File: config.mk
export PLATFORM = sky130hd
export DESIGN_NAME = rx_word_framer
export DESIGN_NICKNAME = d
export VERILOG_FILES = /design/src/rtl/rwf_pkg.sv /design/src/rtl/rwf_window.sv /design/src/rtl/rwf_matcher.sv /design/src/rtl/rwf_train_fsm.sv /design/src/rtl/rx_word_framer.sv
export SDC_FILE = /design/constraint.sdc
export NUM_CORES = 1
export LEC_CHECK = 0
export ABC_AREA = 1
export CORE_ASPECT_RATIO = 0.7
export CORE_MARGIN = 4
export CORE_UTILIZATION = 46
export CTS_BUF_LIST = sky130_fd_sc_hd__clkbuf_4
export DETAILED_ROUTE_END_ITERATION = 16
export GPL_TIMING_DRIVEN = 0
export PLACE_DENSITY = 0.7
export REMOVE_ABC_BUFFERS = 1
export SLEW_MARGIN = 20
export SYNTH_ARGS = -nofsm -noshare
export SYNTH_HDL_FRONTEND = slang
export SYNTH_SLANG_ARGS = --single-unit
File: constraint.sdc
create_clock -name clk -period 2.5 [get_ports clk]
set_input_delay 0.625 -clock clk [delete_from_list [all_inputs] [get_ports clk]]
set_output_delay 0.625 -clock clk [all_outputs]
set_load 0.02 [all_outputs]
File: src/rtl/rwf_pkg.sv
// Shared types and helpers for the receive word framer.
// Assumes word widths of at most 32 bits.
package rwf_pkg;

    typedef enum logic {
        ST_HUNT = 1'b0,
        ST_LOCK = 1'b1
    } fr_state_e;

    // Training word A: bits 0 and 1 low, then alternating, starting high at bit 2.
    function automatic logic [31:0] train_a(input int w);
        logic [31:0] r;
        r = '0;
        for (int i = 2; i < w; i++) begin
            if ((i % 2) == 0) r[i] = 1'b1;
        end
        return r;
    endfunction

endpackage

File: src/rtl/rwf_window.sv
// Capture stage and funnel shifter.
// Keeps the newest and previous words and cuts a W-bit slice at offset off_sel.
// Assumes off_sel is already limited to 0..W-1.
module rwf_window #(
    parameter int W  = 10,
    parameter int OW = 4
) (
    input  logic          clk,
    input  logic          rst_n,
    input  logic [W-1:0]  rx_word,
    input  logic [OW-1:0] off_sel,
    output logic [W-1:0]  cur_word,
    output logic [W-1:0]  slice,
    output logic [W-1:0]  framed_word
);
    logic [W-1:0]   prev_word;
    logic [2*W-1:0] window;

    assign window = {cur_word, prev_word};

    // Shift the two-word history on every clock.
    always_ff @(posedge clk) begin
        if (!rst_n) begin
            cur_word  <= '0;
            prev_word <= '0;
        end else begin
            cur_word  <= rx_word;
            prev_word <= cur_word;
        end
    end

    // Funnel: select the slice starting at the chosen offset.
    always_comb begin
        slice = '0;
        for (int o = 0; o < W; o++) begin
            if (off_sel == OW'(o)) slice = window[o +: W];
        end
    end

    // Register the framed word.
    always_ff @(posedge clk) begin
        if (!rst_n) framed_word <= '0;
        else        framed_word <= slice;
    end
endmodule

File: src/rtl/rwf_matcher.sv
// Training word matcher: flags when the slice equals word A or word B (~A).
// Purely combinational.
module rwf_matcher #(
    parameter int W = 10
) (
    input  logic [W-1:0] slice,
    output logic         is_a,
    output logic         is_b
);
    localparam logic [W-1:0] TRAIN_A = W'(rwf_pkg::train_a(W));
    localparam logic [W-1:0] TRAIN_B = ~TRAIN_A;

    // Compare the slice against both training words.
    always_comb begin
        is_a = (slice == TRAIN_A);
        is_b = (slice == TRAIN_B);
    end
endmodule

File: src/rtl/rwf_train_fsm.sv
// Search and lock controller.
// Steps the offset on each failed slice and locks after LOCK_WORDS alternating
// matches. Override takes priority over retrain, and retrain over the search.
module rwf_train_fsm #(
    parameter int W         = 10,
    parameter int OW        = 4,
    parameter int LOCK_PAIRS = 4
) (
    input  logic          clk,
    input  logic          rst_n,
    input  logic          is_a,
    input  logic          is_b,
    input  logic          retrain,
    input  logic          ovr_en,
    input  logic [OW-1:0] ovr_offset,
    output logic [OW-1:0] eff_off,
    output logic          locked
);
    import rwf_pkg::*;

    localparam int LOCK_WORDS = 2 * LOCK_PAIRS;
    localparam int CW         = $clog2(LOCK_WORDS + 1);
    localparam logic [OW-1:0] OFF_MAX = OW'(W - 1);

    fr_state_e     state;
    logic [OW-1:0] off_q;
    logic [CW-1:0] run_cnt;
    logic          last_a;
    logic [OW-1:0] ovr_clamped;
    logic          good;

    // Limit the forced offset to the legal range.
    assign ovr_clamped = (ovr_offset > OFF_MAX) ? OFF_MAX : ovr_offset;
    // Offset in use: forced value or the searched one.
    assign eff_off = ovr_en ? ovr_clamped : off_q;
    // A slice counts when it is a training word that differs from the last one.
    assign good = (is_a || is_b) && ((run_cnt == '0) || (is_a != last_a));
    assign locked = (state == ST_LOCK);

    // Search, lock and control handling.
    always_ff @(posedge clk) begin
        if (!rst_n) begin
            state   <= ST_HUNT;
            off_q   <= '0;
            run_cnt <= '0;
            last_a  <= 1'b0;
        end else if (ovr_en) begin
            state   <= ST_HUNT;
            off_q   <= ovr_clamped;
            run_cnt <= '0;
        end else if (retrain) begin
            state   <= ST_HUNT;
            run_cnt <= '0;
        end else if (state == ST_HUNT) begin
            if (good) begin
                last_a  <= is_a;
                run_cnt <= run_cnt + 1'b1;
                if (run_cnt == CW'(LOCK_WORDS - 1)) state <= ST_LOCK;
            end else begin
                run_cnt <= '0;
                off_q   <= (off_q == OFF_MAX) ? '0 : off_q + 1'b1;
            end
        end
    end
endmodule

File: src/rtl/rx_word_framer.sv
// Receive word framer: realigns deserialized words by searching a training
// stream for the word boundary. Assumes one valid word per clock.
module rx_word_framer #(
    parameter int W          = 10,
    parameter int LOCK_PAIRS = 4,
    localparam int OW        = $clog2(W)
) (
    input  logic          clk,
    input  logic          rst_n,
    input  logic [W-1:0]  rx_word,
    input  logic          retrain,
    input  logic          ovr_en,
    input  logic [OW-1:0] ovr_offset,
    output logic [W-1:0]  framed_word,
    output logic [W-1:0]  raw_word,
    output logic [OW-1:0] off_mon,
    output logic          locked
);
    logic [W-1:0] slice;
    logic         is_a;
    logic         is_b;

    rwf_window #(.W(W), .OW(OW)) u_window (
        .clk(clk), .rst_n(rst_n), .rx_word(rx_word), .off_sel(off_mon),
        .cur_word(raw_word), .slice(slice), .framed_word(framed_word)
    );

    rwf_matcher #(.W(W)) u_matcher (
        .slice(slice), .is_a(is_a), .is_b(is_b)
    );

    rwf_train_fsm #(.W(W), .OW(OW), .LOCK_PAIRS(LOCK_PAIRS)) u_fsm (
        .clk(clk), .rst_n(rst_n), .is_a(is_a), .is_b(is_b),
        .retrain(retrain), .ovr_en(ovr_en), .ovr_offset(ovr_offset),
        .eff_off(off_mon), .locked(locked)
    );
endmodule

==> summary.txt, run 1 <==
Setup path
  – Critical Path RT: about 2.8 ns
  – WS Path Type: input port to flop
  – Max stage delay cell, worst path: nor3_2
  – CP endpoint kind: flop
  – Crit path max fanout: 6
  – Highest cell delay on the worst timing path: 0.23 ns
  – Worst Setup Start Kind: input port
  – Reg2Reg Depth: 18
  – Crit path cell chain: buf_6 -> o21ai_4 -> nand2_2 -> nand2_2 -> nand2_4 -> nand3_4 -> buf_4 -> buf_4 -> nor2_1 -> nor2_1 -> nand3_1 -> nor3_2 -> nand3_2 -> nor2_4 -> nand4_4 -> nand2_2 -> buf_4 -> o21ai_4 -> nor3_2
  – WP data arrival: 2.90 ns
  – FF-to-FF End: u_fsm.run_cnt[0]
  – Internal reg-to-reg setup slack: -0.01 ns
  – Reg-to-Reg Start: u_fsm.off_q[0]

Run
  – Max Cap Viol: 0

Min path
  – WHS Endpoint: u_window.prev_word[7]
  – Class of the worst hold path: flop to flop
  – Hold Crit Depth: 2
  – Beginning of the worst hold path: u_window.cur_word[7]

Floorplan
  – Die W: ~99 µm
  – Num rows: 22
  – Ports: 43
  – Starting density of the core: 0.490
  – Die area: approximately 7000 µm²
  – Core area: 5400 µm²
  – Die Y: just over 70 µm

Power
  – Final Power: around 0.0016 W
  – PwrDens: 438 nW/µm²
  – Leakage: 1.80 nW
  – Worst IR Drop VDD: about 280 µV

Final layout
  – Antenna Cells: 0
  – Post-route cell area: between 3000 and 4000 µm²
  – Most frequent cells in the layout: nand2_1, inv_1, nor2_1, dfxtp_1, buf_4
  – Nets: ~520
  – Most frequent standard cell in the layout excluding fill and tap cells: nand2_1
  – Proportion of layout cells with a drive suffix above 1: 0.255
  – Fin util: 0.698
  – Area growth, synth to finish: 42.5%

Yosys
  – Register area share after synthesis: 0.303
  – Post-synthesis cell type count: 33
  – Synth Register Bits: 40
  – Syn Area/Cell: 6.20 µm²
  – Synth Instances: 426
  – Ys Warns: 0
  – Synthesized cell area: 2640 µm²

Outcome
  – Failing checks: setup timing
  – Status: complete, but fails checks

GRT
  – Gr usage total: 0.223
  – Number of global-route vias before repair: approximately 2700
  – Pin count of the biggest net entering global routing: 27
  – Antenna violations before repair: 0
  – First-pass GRT wire length: 12900 µm
  – Overflow left after global routing: 0

STA
  – Relative slew slack: 0.330
  – Final setup vio count: 10
  – Worst slew pin tran: 1.01 ns
  – Final Hold Violating Endpoints: 0
  – Fin. max-slew vios: 0
  – Tcrit/Tclk final: 1.04
  – Clock skew: 0.0247 ns
  – RSZ-0062 raised after global routing: true
  – Min Tclk post-route: ~2.6 ns
  – Setup WS post-layout: -0.0976 ns
  – Max Clock Freq: 0.385 GHz

Clock network
  – Worst skew pair latency: 0.37 ns
  – CTS tree: built
  – H-tree Lvls: 2
  – CTS max path bufs: 2
  – Hold buffer count at CTS: 0
  – Root Driver: clkbuf_4
  – Clk slew on worst S/H paths: 0.15 ns
  – Total CTS buffers: 5
  – TritonCTS Sinks: 40

Place
  – GPL Wtd Cong: about 0.91
  – Dpl hpwl: a little over 5000 µm
  – Placed Area: approximately 3000 µm²
  – IO Port Bufs: 42

Drt
  – 1st-pass router iterations: 7
  – Iter 0 DRT Violations: around 300
  – Drt total wl: around 8400 µm
  – ANT nets after route: 0
  – Via count: 3123
  – Residual DRC count: 0
  – Avg Vias per Cell: roughly 5.4
  – Avg WL per Cell: around 15 µm
-- how the worst max path moves through the flow --
stage                   startpoint               end  slack [ns]  cells past startpoint
floorplan            ovr_offset[1]    u_fsm.off_q[3]       -0.19                     18
global placement            ovr_en    u_fsm.off_q[3]       -1.39                     21
detailed placement          ovr_en    u_fsm.off_q[3]       -1.47                     20
CTS                 u_fsm.off_q[3]      u_fsm.last_a       -0.13                     19
global route         ovr_offset[1]      u_fsm.last_a       -0.30                     20
finish               ovr_offset[1]  u_fsm.run_cnt[0]        -0.1                     19
-- flip-flops by register name (all words and copies together), names as in the netlist --
name,flops
u_fsm.last_a,1
u_fsm.locked,1
u_fsm.off_q,4
u_fsm.run_cnt,4
u_window.cur_word,10
u_window.framed_word,10
u_window.prev_word,10
-- synth_stat cells, drive strengths merged --
library cell  number  area (µm²)
a21boi             1        7.51
clkbuf             4        15.0
nor2              74         320
nor3               3        20.0
o21ai              9        56.3
a21oi              6        30.0
nand4             32         213
nand3             40         220
xor2               3        26.3
and3               1        6.26
nand3b             4        30.0
ha                 2        25.0
o2111ai            1        8.76
dfxtp             40         801
buf               12        97.6
a31oi              3        18.8
inv               73         279
o22ai              1        6.26
nand2            117         462
-- worst max-delay path: cells and delay by family --
family / cells / cell delay (ns)
AND/OR/NAND/NOR: 13 / 1.58
AO/OA/AOI/OAI: 2 / 0.26
buffers and inverters: 4 / 0.44
-- timing repair --
item | 4_1_cts | 5_1_grt
cloned | 3 | 1
pin swaps | 33 | 33
endpoints found under the setup margin | 24 | 12
gates resized for setup | 64 | 42
buffers inserted | 30 | 11
-- per-layer routing --
| metal | global-route usage | share of wire | vias to the layer above |
|---|---|---|---|
| li1 | - | - | 1505 |
| met1 | 0.301 | 0.42 | 1405 |
| met2 | 0.363 | 0.45 | 193 |
| met3 | 0.0554 | 0.12 | 20 |
| met4 | 0.0439 | 0.016 | 0 |
| met5 | 0 | 0 | - |
-- where the power goes --
part           total, W  switching [W]  internal (W)
registers      0.000705      0.0000369      0.000668
clock network  0.000449       0.000240      0.000209
logic          0.000494       0.000280      0.000214
-- final cells by class --
cell class,instances,area (µm²)
multi-input combinational,301,1730
sequential,40,805
inverter,73,284
tap,72,90.1
clock buffer,5,37.5
clock inverter,3,42.5
fill,454,1630
timing repair buffer,83,781
-- cells by family (layout without fill, tap and decap cells) --
logic type      count (synthesis)  in the layout  synth area share
compound gates                 21             21            0.0483
xor+xnor                        3              3           0.00994
fa+ha+maj                       2              2           0.00947
buf+inv                        89            164             0.148
flops                          40             40             0.303
simple gates                  271            275             0.481
-- stage by stage --
| stage | hold WS (ns) | setup WS, ns | setup TNS [ns] | std cells |
|---|---|---|---|---|
| 5_1_grt | 0.490 | -0.301 | -2.04 | 577 |
| 2_1_floorplan | 0.483 | -0.192 | -1.41 | 410 |
| 4_1_cts | 0.453 | -0.131 | -0.335 | 565 |
| 3_5_place_dp | 0.432 | -1.47 | -23.16 | 524 |
| 6_report | 0.452 | -0.0976 | -0.706 | 577 |
| 3_3_place_gp | 0.442 | -1.39 | -22.13 | 524 |
Note: power is estimated with default switching activity, not from simulation.
==> run 2: changes to the inputs <==
--- a/config.mk
+++ b/config.mk
@@ -8,11 +8,11 @@
 export ABC_AREA = 1
 export CORE_ASPECT_RATIO = 0.7
 export CORE_MARGIN = 4
-export CORE_UTILIZATION = 46
+export CORE_UTILIZATION = 45
 export CTS_BUF_LIST = sky130_fd_sc_hd__clkbuf_4
 export DETAILED_ROUTE_END_ITERATION = 16
 export GPL_TIMING_DRIVEN = 0
-export PLACE_DENSITY = 0.7
+export PLACE_DENSITY = 0.69
 export REMOVE_ABC_BUFFERS = 1
 export SLEW_MARGIN = 20
 export SYNTH_ARGS = -nofsm -noshare
==> run 2 against run 1 <==
Effect of this change:
- the run still ends with setup timing left
- global-route usage is 0.47 points higher
- clock skew is 0.0022 ns lower
- non-clock buffer count is 4 higher
- first-iteration DRC count is 54% higher
- worst hold slack better by 0.016 ns
- sequential power hardly changed
- sequential share of layout area is 0.095 points higher
==> summary.txt, run 2 (synthesis gave the netlist of run 1 again) <==
STA
  – Min Tclk post-route: 2.59 ns (was 2.60 ns)
  – Final setup vio count: 9 (was 10)
  – Fin. max-slew vios: 0 (unchanged)
  – Max Clock Freq: 0.386 GHz (was 0.385 GHz)
  – Tcrit/Tclk final: 1.04 (about the same)
  – Relative slew slack: 0.363 (was 0.330)
  – Final Hold Violating Endpoints: 0 (unchanged)
  – Setup WS post-layout: -0.0884 ns (was -0.0976 ns)
  – RSZ-0062 raised after global routing: true (unchanged)
  – Worst slew pin tran: 0.956 ns (was 1.01 ns)
  – Clock skew: 0.0224 ns (was 0.0247 ns)

Drt
  – ANT nets after route: 0 (unchanged)
  – Avg Vias per Cell: 5.40 (was 5.41)
  – Residual DRC count: 0 (unchanged)
  – Drt total wl: 8510 µm (was 8430 µm)
  – Via count: 3141 (was 3123)
  – 1st-pass router iterations: 5 (was 7)
  – Avg WL per Cell: 14.6 µm (about the same)
  – Iter 0 DRT Violations: 457 (was 297)

Setup path
  – Worst Setup Start Kind: input port (unchanged)
  – WP data arrival: 2.86 ns (was 2.90 ns)
  – Crit path max fanout: 6 (unchanged)
  – CP endpoint kind: flop (unchanged)
  – Critical Path RT: 2.77 ns (was 2.80 ns)
  – WS Path Type: input port to flop (unchanged)

GRT
  – Gr usage total: 0.227 (was 0.223)
  – Overflow left after global routing: 0 (unchanged)
  – First-pass GRT wire length: 13000 µm (was 12900 µm)
  – Number of global-route vias before repair: 2772 (was 2706)
  – Pin count of the biggest net entering global routing: 27 (unchanged)
  – Antenna violations before repair: 0 (unchanged)

Clock network
  – Worst skew pair latency: 0.37 ns (about the same)
  – TritonCTS Sinks: 40 (unchanged)
  – Clk slew on worst S/H paths: 0.12 ns (was 0.15 ns)
  – H-tree Lvls: 2 (unchanged)
  – CTS max path bufs: 2 (unchanged)
  – CTS tree: built (unchanged)
  – Root Driver: clkbuf_4 (unchanged)
  – Total CTS buffers: 5 (unchanged)

Final layout
  – Antenna Cells: 0 (unchanged)
  – Most frequent cells in the layout: nand2_1, inv_1, nor2_1, buf_4, dfxtp_1 (was nand2_1, inv_1, nor2_1, dfxtp_1, buf_4)
  – Nets: 527 (was 524)
  – Largest regs: u_window.cur_word (10), u_window.framed_word (10), u_window.prev_word (10) (unchanged)
  – Proportion of layout cells with a drive suffix above 1: 0.249 (was 0.255)
  – Area growth, synth to finish: 42.3% (was 42.5%)
  – Most frequent standard cell in the layout excluding fill and tap cells: nand2_1 (unchanged)
  – Post-route cell area: 3760 µm² (about the same)

Place
  – IO Port Bufs: 42 (unchanged)
  – GPL Wtd Cong: 0.901 (was 0.906)
  – Placed Area: 3040 µm² (about the same)
  – Dpl hpwl: 5180 µm (was 5150 µm)
  – Pre-CTS setup slack: -1.49 ns (was -1.47 ns)

Outcome
  – Failing checks: setup timing (unchanged)
  – Status: complete, but fails checks (unchanged)

Power
  – PwrDens: 405 nW/µm² (was 438 nW/µm²)
  – Worst IR Drop VDD: 342 µV (was 277 µV)
  – Leakage: 1.80 nW (about the same)

Min path
  – Class of the worst hold path: flop to flop (unchanged)

Run
  – Max Cap Viol: 0 (unchanged)

Floorplan
  – Starting density of the core: 0.464 (was 0.490)
  – Die area: 7180 µm² (was 7040 µm²)
  – Die Y: 72.1 µm (was 71.4 µm)
  – Ports: 43 (unchanged)
  – Num rows: 23 (was 22)
  – Die W: 99.6 µm (was 98.6 µm)
  – Core area: 5700 µm² (was 5400 µm²)
run 2: what timing repair did:
action | CTS | global route
setup endpoints to repair | 24 | 14
pin swaps | 36 | 39
hold buffers | 0 | 0
buffers inserted | 35 | 10
cloned | 2 | 1
resized for setup | 61 | 48
endpoints found under the hold margin | 0 | 0
run 2: worst max-delay path, cell delays in order:
cell and delay [ns]:
buf_8 0.10, o21ai_4 0.17, nand2_2 0.07, nand2_2 0.10
nand2_4 0.10, buf_6 0.13, nand4_1 0.06, nand3_1 0.11
nor2_1 0.12, nand4_1 0.10, nor2_2 0.15, nand2_1 0.08
nor2_2 0.13, nand3_2 0.08, nor2_2 0.12, nand3_2 0.13
nand4_2 0.16, nand2_2 0.10, nor2_1 0.15, nor2_1 0.06
run 2: layout make-up:
cell class / count / area, µm²
clock buffer: 5 / 37.5
tap: 75 / 93.8
timing repair buffer: 87 / 818
inverter: 73 / 302
clock inverter: 2 / 12.5
multi-input combinational: 300 / 1690
sequential: 40 / 807
fill: 491 / 1940
run 2: routing by layer:
metal / track usage / vias to the layer above / part of all wire
met3: 0.0509 / 29 / 0.11
met4: 0.0545 / 0 / 0.020
met1: 0.316 / 1404 / 0.42
met5: 0 / - / 0
li1: - / 1511 / -
met2: 0.362 / 197 / 0.45
run 2: through the flow:
step | cells | util | TNS [ns] | hold WS (ns) | total power, W
floorplan | 410 | - | -1.41 | 0.483 | 0.000909
global placement | 527 | 0.534 | -22.92 | 0.443 | 0.00104
detailed placement | 527 | 0.534 | -23.26 | 0.446 | 0.00105
CTS | 571 | 0.616 | -0.333 | 0.467 | 0.00146
global route | 582 | 0.660 | -1.78 | 0.483 | 0.00159
finish | 582 | 0.660 | -0.443 | 0.468 | 0.00152
run 2: worst paths after layout:
path                                            from                     to  slack, ns  depth (start not counted)
worst max register to register        u_fsm.off_q[3]         u_fsm.off_q[3]      -0.04                         19
worst max-delay path                   ovr_offset[1]         u_fsm.off_q[3]      -0.09                         20
worst min register to register  u_window.cur_word[9]  u_window.prev_word[9]       0.47                          2
worst min-delay path            u_window.cur_word[9]  u_window.prev_word[9]       0.47                          2
run 2: report_power, final:
part / internal [W] / switching (W)
registers: 0.000667 / 0.0000372
logic: 0.000215 / 0.000278
clock network: 0.000103 / 0.000222
